==> config.mk <==
export PLATFORM = sky130hd
export DESIGN_NAME = i2c_mem_target
export DESIGN_NICKNAME = d
export VERILOG_FILES = /design/src/rtl/i2cm_pkg.sv /design/src/rtl/i2cm_sync.sv /design/src/rtl/i2cm_mem.sv /design/src/rtl/i2c_mem_target.sv
export SDC_FILE = /design/constraint.sdc
export NUM_CORES = 2
export LEC_CHECK = 0
export BUFFER_PORTS_ARGS = -buffer_cell sky130_fd_sc_hd__buf_2
export CAP_MARGIN = 20
export CORE_ASPECT_RATIO = 1.4
export CORE_MARGIN = 2
export CORE_UTILIZATION = 35
export DETAILED_ROUTE_END_ITERATION = 7
export PLACE_DENSITY_LB_ADDON = 0.1
export SLEW_MARGIN = 10
export SYNTH_ARGS = -nofsm -noshare
export SYNTH_HDL_FRONTEND = slang
export SYNTH_HIERARCHICAL = 1
export SYNTH_SLANG_ARGS = --single-unit
==> constraint.sdc <==
create_clock -name clk -period 8.5 [get_ports clk]
set_input_delay 1.7 -clock clk [delete_from_list [all_inputs] [get_ports clk]]
set_output_delay 1.7 -clock clk [all_outputs]
set_load 0.03 [all_outputs]
==> src/rtl/i2cm_pkg.sv <==
package i2cm_pkg;
  typedef enum logic [3:0] {
    ST_IDLE,   // bus free, waiting for START
    ST_ADDR,   // shifting in device address byte
    ST_AACK,   // driving acknowledge of the device address
    ST_WORD,   // shifting in word address byte
    ST_DATA,   // shifting in a write data byte
    ST_WACK,   // driving acknowledge of a written byte
    ST_RDAT,   // driving a read byte
    ST_RACK,   // master acknowledge slot of a read byte
    ST_SKIP    // not addressed / read finished, wait for START
  } st_e;
endpackage

==> src/rtl/i2cm_sync.sv <==
module i2cm_sync #(
  parameter int STAGES = 2
) (
  input  logic clk,
  input  logic rst_n,
  input  logic scl_i,
  input  logic sda_i,
  output logic scl_o,
  output logic sda_o,
  output logic scl_rise,
  output logic scl_fall,
  output logic start_o,
  output logic stop_o
);
  logic [STAGES-1:0] scl_sr_q, sda_sr_q;
  logic              scl_d_q, sda_d_q;

  always_ff @(posedge clk or negedge rst_n) begin
    if (!rst_n) begin
      scl_sr_q <= '1;
      sda_sr_q <= '1;
      scl_d_q  <= 1'b1;
      sda_d_q  <= 1'b1;
    end else begin
      scl_sr_q <= {scl_sr_q[STAGES-2:0], scl_i};
      sda_sr_q <= {sda_sr_q[STAGES-2:0], sda_i};
      scl_d_q  <= scl_sr_q[STAGES-1];
      sda_d_q  <= sda_sr_q[STAGES-1];
    end
  end

  assign scl_o    = scl_sr_q[STAGES-1];
  assign sda_o    = sda_sr_q[STAGES-1];
  assign scl_rise = scl_o & ~scl_d_q;
  assign scl_fall = ~scl_o & scl_d_q;
  assign start_o  = scl_o & scl_d_q & sda_d_q & ~sda_o;
  assign stop_o   = scl_o & scl_d_q & ~sda_d_q & sda_o;
endmodule

==> src/rtl/i2cm_mem.sv <==
module i2cm_mem #(
  parameter int AW = 9,
  parameter int DW = 8
) (
  input  logic          clk,
  input  logic          we,
  input  logic [AW-1:0] waddr,
  input  logic [DW-1:0] wdata,
  input  logic [AW-1:0] raddr,
  output logic [DW-1:0] rdata
);
  localparam int DEPTH = 1 << AW;
  logic [DW-1:0] mem [DEPTH];

  always_ff @(posedge clk) begin
    if (we) mem[waddr] <= wdata;
  end

  assign rdata = mem[raddr];
endmodule

==> src/rtl/i2c_mem_target.sv <==
module i2c_mem_target #(
  parameter int         ADDR_W   = 9,
  parameter logic [3:0] DEV_CODE = 4'b1010,
  parameter int         PAGE_BIT = 1,
  parameter int         SYNC_N   = 2
) (
  input  logic clk,
  input  logic rst_n,
  input  logic scl_i,
  input  logic sda_i,
  output logic sda_oe_o
);
  import i2cm_pkg::*;

  localparam int BYTE_W = 8;
  localparam int LAT_W  = ADDR_W - 1;
  localparam int CNT_W  = $clog2(BYTE_W + 1);
  localparam logic [CNT_W-1:0] FULL = CNT_W'(BYTE_W);
  localparam logic [CNT_W-1:0] LAST = CNT_W'(BYTE_W - 1);

  logic scl_s, sda_s, scl_rise, scl_fall, start_det, stop_det;

  i2cm_sync #(.STAGES(SYNC_N)) u_sync (
    .clk(clk), .rst_n(rst_n), .scl_i(scl_i), .sda_i(sda_i),
    .scl_o(scl_s), .sda_o(sda_s), .scl_rise(scl_rise), .scl_fall(scl_fall),
    .start_o(start_det), .stop_o(stop_det)
  );

  st_e               state_q, state_d;
  logic [CNT_W-1:0]  bit_q, bit_d;
  logic [BYTE_W-1:0] sh_q, sh_d;
  logic [ADDR_W-1:0] addr_q, addr_d;
  logic              rw_q, rw_d, mack_q, mack_d, oe_q, oe_d, we;
  logic [BYTE_W-1:0] rdata;

  i2cm_mem #(.AW(ADDR_W), .DW(BYTE_W)) u_mem (
    .clk(clk), .we(we), .waddr(addr_q), .wdata(sh_q),
    .raddr(addr_q), .rdata(rdata)
  );

  always_comb begin
    state_d = state_q;
    bit_d   = bit_q;
    sh_d    = sh_q;
    addr_d  = addr_q;
    rw_d    = rw_q;
    mack_d  = mack_q;
    oe_d    = oe_q;
    we      = 1'b0;
    if (start_det) begin
      state_d = ST_ADDR;
      bit_d   = '0;
      oe_d    = 1'b0;
    end else if (stop_det) begin
      state_d = ST_IDLE;
      oe_d    = 1'b0;
    end else begin
      case (state_q)
        ST_ADDR, ST_WORD, ST_DATA: begin
          if (scl_rise && bit_q != FULL) begin
            sh_d  = {sh_q[BYTE_W-2:0], sda_s};
            bit_d = bit_q + 1'b1;
          end else if (scl_fall && bit_q == FULL) begin
            bit_d = '0;
            if (state_q == ST_ADDR) begin
              if (sh_q[BYTE_W-1 -: 4] == DEV_CODE) begin
                oe_d    = 1'b1;
                rw_d    = sh_q[0];
                addr_d  = {sh_q[PAGE_BIT], addr_q[LAT_W-1:0]};
                state_d = ST_AACK;
              end else begin
                state_d = ST_SKIP;
              end
            end else if (state_q == ST_WORD) begin
              addr_d[LAT_W-1:0] = sh_q;
              oe_d    = 1'b1;
              state_d = ST_WACK;
            end else begin
              we      = 1'b1;
              addr_d  = addr_q + 1'b1;
              oe_d    = 1'b1;
              state_d = ST_WACK;
            end
          end
        end
        ST_AACK: begin
          if (scl_fall) begin
            bit_d = '0;
            if (rw_q) begin
              sh_d    = rdata;
              oe_d    = ~rdata[BYTE_W-1];
              state_d = ST_RDAT;
            end else begin
              oe_d    = 1'b0;
              state_d = ST_WORD;
            end
          end
        end
        ST_WACK: begin
          if (scl_fall) begin
            oe_d    = 1'b0;
            bit_d   = '0;
            state_d = ST_DATA;
          end
        end
        ST_RDAT: begin
          if (scl_fall) begin
            if (bit_q == LAST) begin
              oe_d    = 1'b0;
              addr_d  = addr_q + 1'b1;
              state_d = ST_RACK;
            end else begin
              sh_d  = {sh_q[BYTE_W-2:0], 1'b0};
              oe_d  = ~sh_q[BYTE_W-2];
              bit_d = bit_q + 1'b1;
            end
          end
        end
        ST_RACK: begin
          if (scl_rise) begin
            mack_d = ~sda_s;
          end else if (scl_fall) begin
            if (mack_q) begin
              sh_d    = rdata;
              oe_d    = ~rdata[BYTE_W-1];
              bit_d   = '0;
              state_d = ST_RDAT;
            end else begin
              state_d = ST_SKIP;
            end
          end
        end
        default: ;
      endcase
    end
  end

  always_ff @(posedge clk or negedge rst_n) begin
    if (!rst_n) begin
      state_q <= ST_IDLE;
      bit_q   <= '0;
      sh_q    <= '0;
      addr_q  <= '0;
      rw_q    <= 1'b0;
      mack_q  <= 1'b0;
      oe_q    <= 1'b0;
    end else begin
      state_q <= state_d;
      bit_q   <= bit_d;
      sh_q    <= sh_d;
      addr_q  <= addr_d;
      rw_q    <= rw_d;
      mack_q  <= mack_d;
      oe_q    <= oe_d;
    end
  end

  assign sda_oe_o = oe_q;
endmodule

## Yosys cells after proc, flatten, opt, wreduce, memory -nomap -nowiden

Memories as Yosys holds them, arrays and structs flattened.
Index checks and enable logic that the tools add are counted.

- Input bits: 4
- Bits in writable memories: 4096
- Flip-flop bits (word level): 34
- Output and inout port bits: 1
- Memories kept: 1

- Equal/unequal tests: 43
- Reductions and logical operators: 16
- Multiplexer cells: 68
- Bitwise logic cells: 16
- $add $sub $neg: 2

Memory list:

| name | words | width | rd ports | clocked after Yosys merged registers in | write ports | RTL line | source |
|---|---|---|---|---|---|---|---|
| u_mem.mem | 512 | 8 | 1 | 0 | 1 | i2cm_mem.sv:13 | `logic [DW-1:0] mem [DEPTH];` |

Operator list:

| cell | number |
|---|---|
| 2-to-1 mux 4 bit | 23 |
| 2-to-1 mux 8 bit | 9 |
| 2-to-1 mux 9 bit | 6 |
| inequality test 4 bit (second input constant) | 11 |
| case mux 8 bit (4 select lines) | 1 |
| AND reduction 9 bit | 3 |
| inequality test 2 bit (second input constant) | 13 |
| 2-to-1 mux 1 bit | 24 |
| inequality test 3 bit (second input constant) | 7 |
| equality test 4 x 3 -> 1 bit (second input constant) | 5 |
| case mux 4 bit (5 select lines) | 1 |
| case mux 9 bit (2 select lines) | 1 |
| case mux 4 bit (4 select lines) | 1 |
| AND reduction 11 bit | 1 |
| AND reduction 10 bit | 1 |
| adder 9 x 1 -> 9 bit (second input constant) | 1 |
| NOT 1 bit | 9 |
| equality test 4 x 2 -> 1 bit (second input constant) | 2 |
| equality test 4 bit (second input constant) | 2 |
| AND reduction 8 bit | 1 |
| AND 1 bit | 7 |
| AND reduction 7 bit | 1 |
| nonzero test 7 bit | 1 |
| inequality test 5 bit (second input constant) | 1 |
| 12 further kinds | 13 |

## Logic depth before layout (Yosys ltp)

- Word-level depth: 10
- Mapped depth: 16
- Depth with buffers taken out: 11

## Modules after synthesis

The synthesis kept the hierarchy.

Modules (own cells, without submodules):

| module | cells an instance | times used | area an instance (um2) | sequential area each (um2) |
|---|---|---|---|---|
| i2cm_mem | 8022 | 1 | 159767.0 | 122998.0 |
| i2c_mem_target | 234 | 1 | 2014.4 | 700.7 |
| i2cm_sync | 10 | 1 | 190.2 | 157.7 |

## Worst setup path after synthesis

No wires, ideal clock.

- Kind: reg-to-reg
- Start: register sh_q[5]
- End: register oe_q (netlist: sda_oe_o)
- Buffers on the path: 0
- Clock period less this slack: 7.672 ns
- Data required time: 8.421 ns
- Slack: 0.828 ns
- Library setup time: 0.079 ns
- Stages on the path, launching flop included: 6
- Arrival: 7.592 ns
- Cells stage by stage: dfrtp_1 -> nor4bb_1 -> or3_1 -> a21oi_1 -> nor4_1 -> mux2i_1

- Cells in the longest elaborated chain, start to end: 3

RTL lines:

| element | RTL line | source |
|---|---|---|
| from (decl) | i2c_mem_target.sv:31 | `logic [BYTE_W-1:0] sh_q, sh_d;` |
| from (signal assigned) | i2c_mem_target.sv:142 | `sh_q <= '0;` |
| from (signal assigned) | i2c_mem_target.sv:150 | `sh_q <= sh_d;` |
| equality test 4 bit | i2c_mem_target.sv:66 | `if (sh_q[BYTE_W-1 -: 4] == DEV_CODE) begin` |
| inequality test 5 bit (no line) | - |  |
| AND reduction 10 bit (no line) | - |  |
| to (signal assigned) | i2c_mem_target.sv:146 | `oe_q <= 1'b0;` |
| to (signal assigned) | i2c_mem_target.sv:154 | `oe_q <= oe_d;` |
| to (decl) | i2c_mem_target.sv:33 | `logic rw_q, rw_d, mack_q, mack_d, oe_q, oe_d, we;` |

Every way passes these cells.
A chain may end at the register's enable or synchronous reset.

## Worst setup path after layout

- Start: register addr_q[0]
- End: register oe_q (netlist: sda_oe_o)

- Cells in the longest elaborated chain, start to end: 8

RTL lines:

| element | RTL line | source |
|---|---|---|
| from (decl) | i2c_mem_target.sv:32 | `logic [ADDR_W-1:0] addr_q, addr_d;` |
| from (signal assigned) | i2c_mem_target.sv:151 | `addr_q <= addr_d;` |
| memory (512 x 8 bit) (*) | - |  |
| via rdata[7] | i2c_mem_target.sv:34 | `logic [BYTE_W-1:0] rdata;` |
| NOT 1 bit (*) | i2c_mem_target.sv:91, i2c_mem_target.sv:125 |  |
| 2-to-1 mux 1 bit | i2c_mem_target.sv:123 | `if (mack_q) begin` |
| 2-to-1 mux 1 bit | i2c_mem_target.sv:122 | `end else if (scl_fall) begin` |
| 2-to-1 mux 1 bit | i2c_mem_target.sv:120 | `if (scl_rise) begin` |
| case mux 1 bit (5 select lines) (*) | i2c_mem_target.sv:58 | `case (state_q)` |
| 2-to-1 mux 1 bit (*) | i2c_mem_target.sv:54 | `end else if (stop_det) begin` |
| 2-to-1 mux 1 bit (*) | i2c_mem_target.sv:50 | `if (start_det) begin` |

Mark *: on every way through the listed nets, which the timed path passes. The rest lies on a longest branch. The select of a mux whose other input is x is not followed.

==> flow_summary_export.csv <==
group,metric,value,unit
final_layout,final_util,0.395,
die,ios,5,
yosys,syn_inst,8266,
clocking,clk_latency,1010,ps
grt,antenna_found_initial,13,
clocking,numCtsBuffers,408,
worst_setup_path,cp_slowest_cell,"dfrtp_4",
status,status,"completed",
worst_setup_path,cp.required,9380,ps
sta,slew_headroom,0.0890,
final_layout,design_area,0.182,mm²
yosys,yosysTopAreaCell,"edfxtp_1",
yosys,synth_top_cell_area_share,0.759,
grt,grt_start_max_net_pins,203,
pwr,ir_worst_vdd,402,µV
clocking,cts_tree,"built",
min_path,hold_depth,0,
grt,overflow,0,
grt,grt_first_pass_wirelength,668000,µm
worst_setup_path,arrival,6440,ps
sta,setup_viol,0,
sta,skew,73.4,ps
clocking,cts_resized,0,
min_path,min_to,"u_sync/scl_sr_q[1]",
routing,via_per_inst,5.50,
job,maxCapViolations,0,
min_path,hold_class,"reg2reg",
placed_design,dp_hpwl,292000,µm
clocking,clock_path_buffers,4,
final_layout,drive_gt1_frac,0.175,
yosys,yosysMostFrequentCell,"edfxtp_1",
worst_setup_path,rr_startpoint,"addr_q[0]",
worst_setup_path,crit_chain,"buf_4 -> mux2i_1 -> o221ai_1 -> a21oi_1 -> nor4_1 -> nand4_1 -> nor4_1 -> buf_4 -> o2111a_1 -> nand2b_1 -> a21oi_1 -> o41ai_1 -> mux2i_1",
sta,period_share,0.653,
final_layout,area_growth,12.5,%
yosys,synthesis.area,0.162,mm²
worst_setup_path,timing.rr.end,"sda_oe_o",
pwr,power_density,310,mW/mm²
routing,ant_nets,0,
sta,fmax,180,MHz
placed_design,portBuffers,4,
routing,dr_total_vias,81210,
worst_setup_path,worstPathMaxFanout,43,
placed_design,routabilityCongestion,0.824,
routing,dr.pass1.iters,6,
yosys,seq_area_frac_synth,0.765,
clocking,cts_sinks,4130,
yosys,yosysUniqueCellTypes,74,
grt,grt_usage,0.201,
worst_setup_path,endpoint_kind,"flop",
sta,rsz0062_at_grt,"false",
worst_setup_path,worstSetupStartpointType,"flop",
clocking,h-tree-depth,5,
worst_setup_path,cpPeakStageDelay,970,ps
sta,tightest_slew,1370,ps
worst_setup_path,crit_start,"addr_q[0]",
yosys,synthTopCellsByArea,"edfxtp_1 76%, mux4_2 9.1%, mux2i_1 5.0%, o221ai_1 2.0%, nor2_1 1.4%",
routing,wl,477000,µm
pwr,power.leakage,54.9,nW
routing,drtIter0Drc,6648,
yosys,synth_commonest_cells,"4096 x edfxtp_1, 801 x mux2i_1, 654 x mux4_2, 616 x nor2_1, 373 x o221ai_1",
clocking,cts_setup_buffers,0,
placed_design,placed_cell_area,0.169,mm²
die,initial_core_util,0.351,
final_layout,final_net_count,8348,
die,fp.dieH,809,µm
yosys,synthArstFlopShare,0.00823,
yosys,synth_seq_cells,4130,
worst_setup_path,ff2ff_path_depth,13,
die,core_area,0.461,mm²
yosys,synth_nets,8273,
sta,finalSetupTns,0,ps
sta,final_hold_viol_count,0,
die,die_w,579,µm
grt,grt_pass1_vias,84285,
die,die_area,0.468,mm²
clocking,cts_root_buf,"clkbuf_16",
die,core.rowCount,295,
yosys,yosysWarnings,6,
sta,finalCriticalPeriod,5550,ps
routing,wire_per_inst,32.3,µm
routing,drc,0,
sta,slew_viol_final,0,
yosys,syn_area_per_cell,19.6,µm²
worst_setup_path,reg2reg_slack,2950,ps
yosys,synth_enable_flop_cells,4096,
worst_setup_path,worstSetupPathType,"reg2reg",
clocking,cts.reportedPaths.clkPinSlew,60,ps
min_path,min_from,"u_sync/scl_sr_q[0]",
yosys,synth_flop_cell,"edfxtp_1",
clocking,hold_buffers,0,
## worst max-delay path, delay by kind of cell (launching register included)
| family | cells | cell delay, ps |
|---|---|---|
| buffers and inverters | 2 | 1030 |
| AO/OA/AOI/OAI | 5 | 1140 |
| multiplexers | 2 | 320 |
| flip-flops | 1 | 970 |
| AND/OR/NAND/NOR | 4 | 1810 |
## cells by family (layout without fill, tap and decap cells)
family                   after synthesis  count (layout)  share of synthesized area
flip-flops                          4130            4130                      0.765
multiplexers                        1471            1471                      0.142
AND/OR/NAND/NOR                     1076            1076                     0.0293
AO/OA/AOI/OAI                       1050            1050                     0.0454
buffers and inverters                536             955                     0.0188
adder cells (fa/ha/maj)                3               3                   0.000232
other                                  0               4                          0
## how the worst max path moves through the flow
stage	to	slack (ps)
3_5_place_dp	sh_q[0]	2890
4_1_cts	sh_q[0]	2850
2_1_floorplan	sda_oe_o	830
5_1_grt	sda_oe_o	2650
6_report	sda_oe_o	2950
3_3_place_gp	sh_q[3]	2580
## report_power, final
group / switching [mW] / internal (mW) / total (mW) / leakage (nW)
clock network: 7.84 / 10.5 / 18.4 / 6.53
logic: 8.55 / 4.10 / 12.6 / 11.1
registers: 0.513 / 25.0 / 25.5 / 37.2
total: 16.9 / 39.6 / 56.5 / 54.9
## metrics by stage
stage	setup WS, ps	power, mW	cells	hold WS (ps)
2_1_floorplan	828	35.1	8266	345
3_3_place_gp	2580	38.7	14008	351
3_5_place_dp	2890	38.9	14016	352
4_1_cts	2850	57.3	14770	360
5_1_grt	2650	58.5	14775	363
6_report	2950	56.5	14777	361
## metal layers
metal,up-vias,GRT usage,routed length (µm)
met5,-,0,41
met4,6,0.0678,17700
met3,650,0.0233,17900
met2,2044,0.363,253000
met1,44006,0.246,188000
li1,34504,-,-
## final cells by class
| cell class | instances | area, µm² |
|---|---|---|
| antenna | 4 | 10.0 |
| clock buffer | 499 | 10800 |
| clock inverter | 255 | 2620 |
| fill | 41168 | 279000 |
| inverter | 11 | 50.0 |
| multi-input combinational | 3600 | 35300 |
| sequential | 4130 | 124000 |
| tap | 6088 | 7620 |
| timing repair buffer | 190 | 1840 |
## state kept, by name, indices dropped and copies added (netlist names), 2 cells and up
| register | flops |
|---|---|
| u_mem/mem | 4096 |
| addr_q | 9 |
| sh_q | 8 |
| bit_q | 4 |
| state_q | 4 |
| u_sync/scl_sr_q | 2 |
| u_sync/sda_sr_q | 2 |
## layout by cell type, fill, tap and decap left out, types with 8 or more instances in the layout
master      synthesis  routed
o21ai_1            17      21
clkbuf_16           0     418
mux2i_1           801     801
mux2_2              8       8
o31ai_1            15      15
dfrtp_1            28      15
a21oi_1           210     210
nor2b_1            10       8
o221ai_1          373     373
bufinv_16           0      49
nor3_1            121     120
edfxtp_1         4096    4096
inv_1               9       8
o21ai_0           126     122
nand2_1           128     113
nor4_1             41      35
a211oi_1           18      18
nand2b_1           11      10
buf_4              70     148
nand3_1            44      40
clkinvlp_4          0      19
a22oi_1            64      64
o2111a_1            8       8
o22ai_1           163     163
buf_12              5      30
o41ai_1             8       8
nor2_1            616     612
mux4_2            654     654
nand4_1            35      35
buf_2              64       9
clkinv_2            0      80
mux2_1              8       8
and2_1             20      18
dfrtp_4             0      12
inv_6               0       8
nand2_4             0      12
clkbuf_1          267      78
clkinv_1            0      89
No activity file was read; power rests on OpenSTA's default activity.
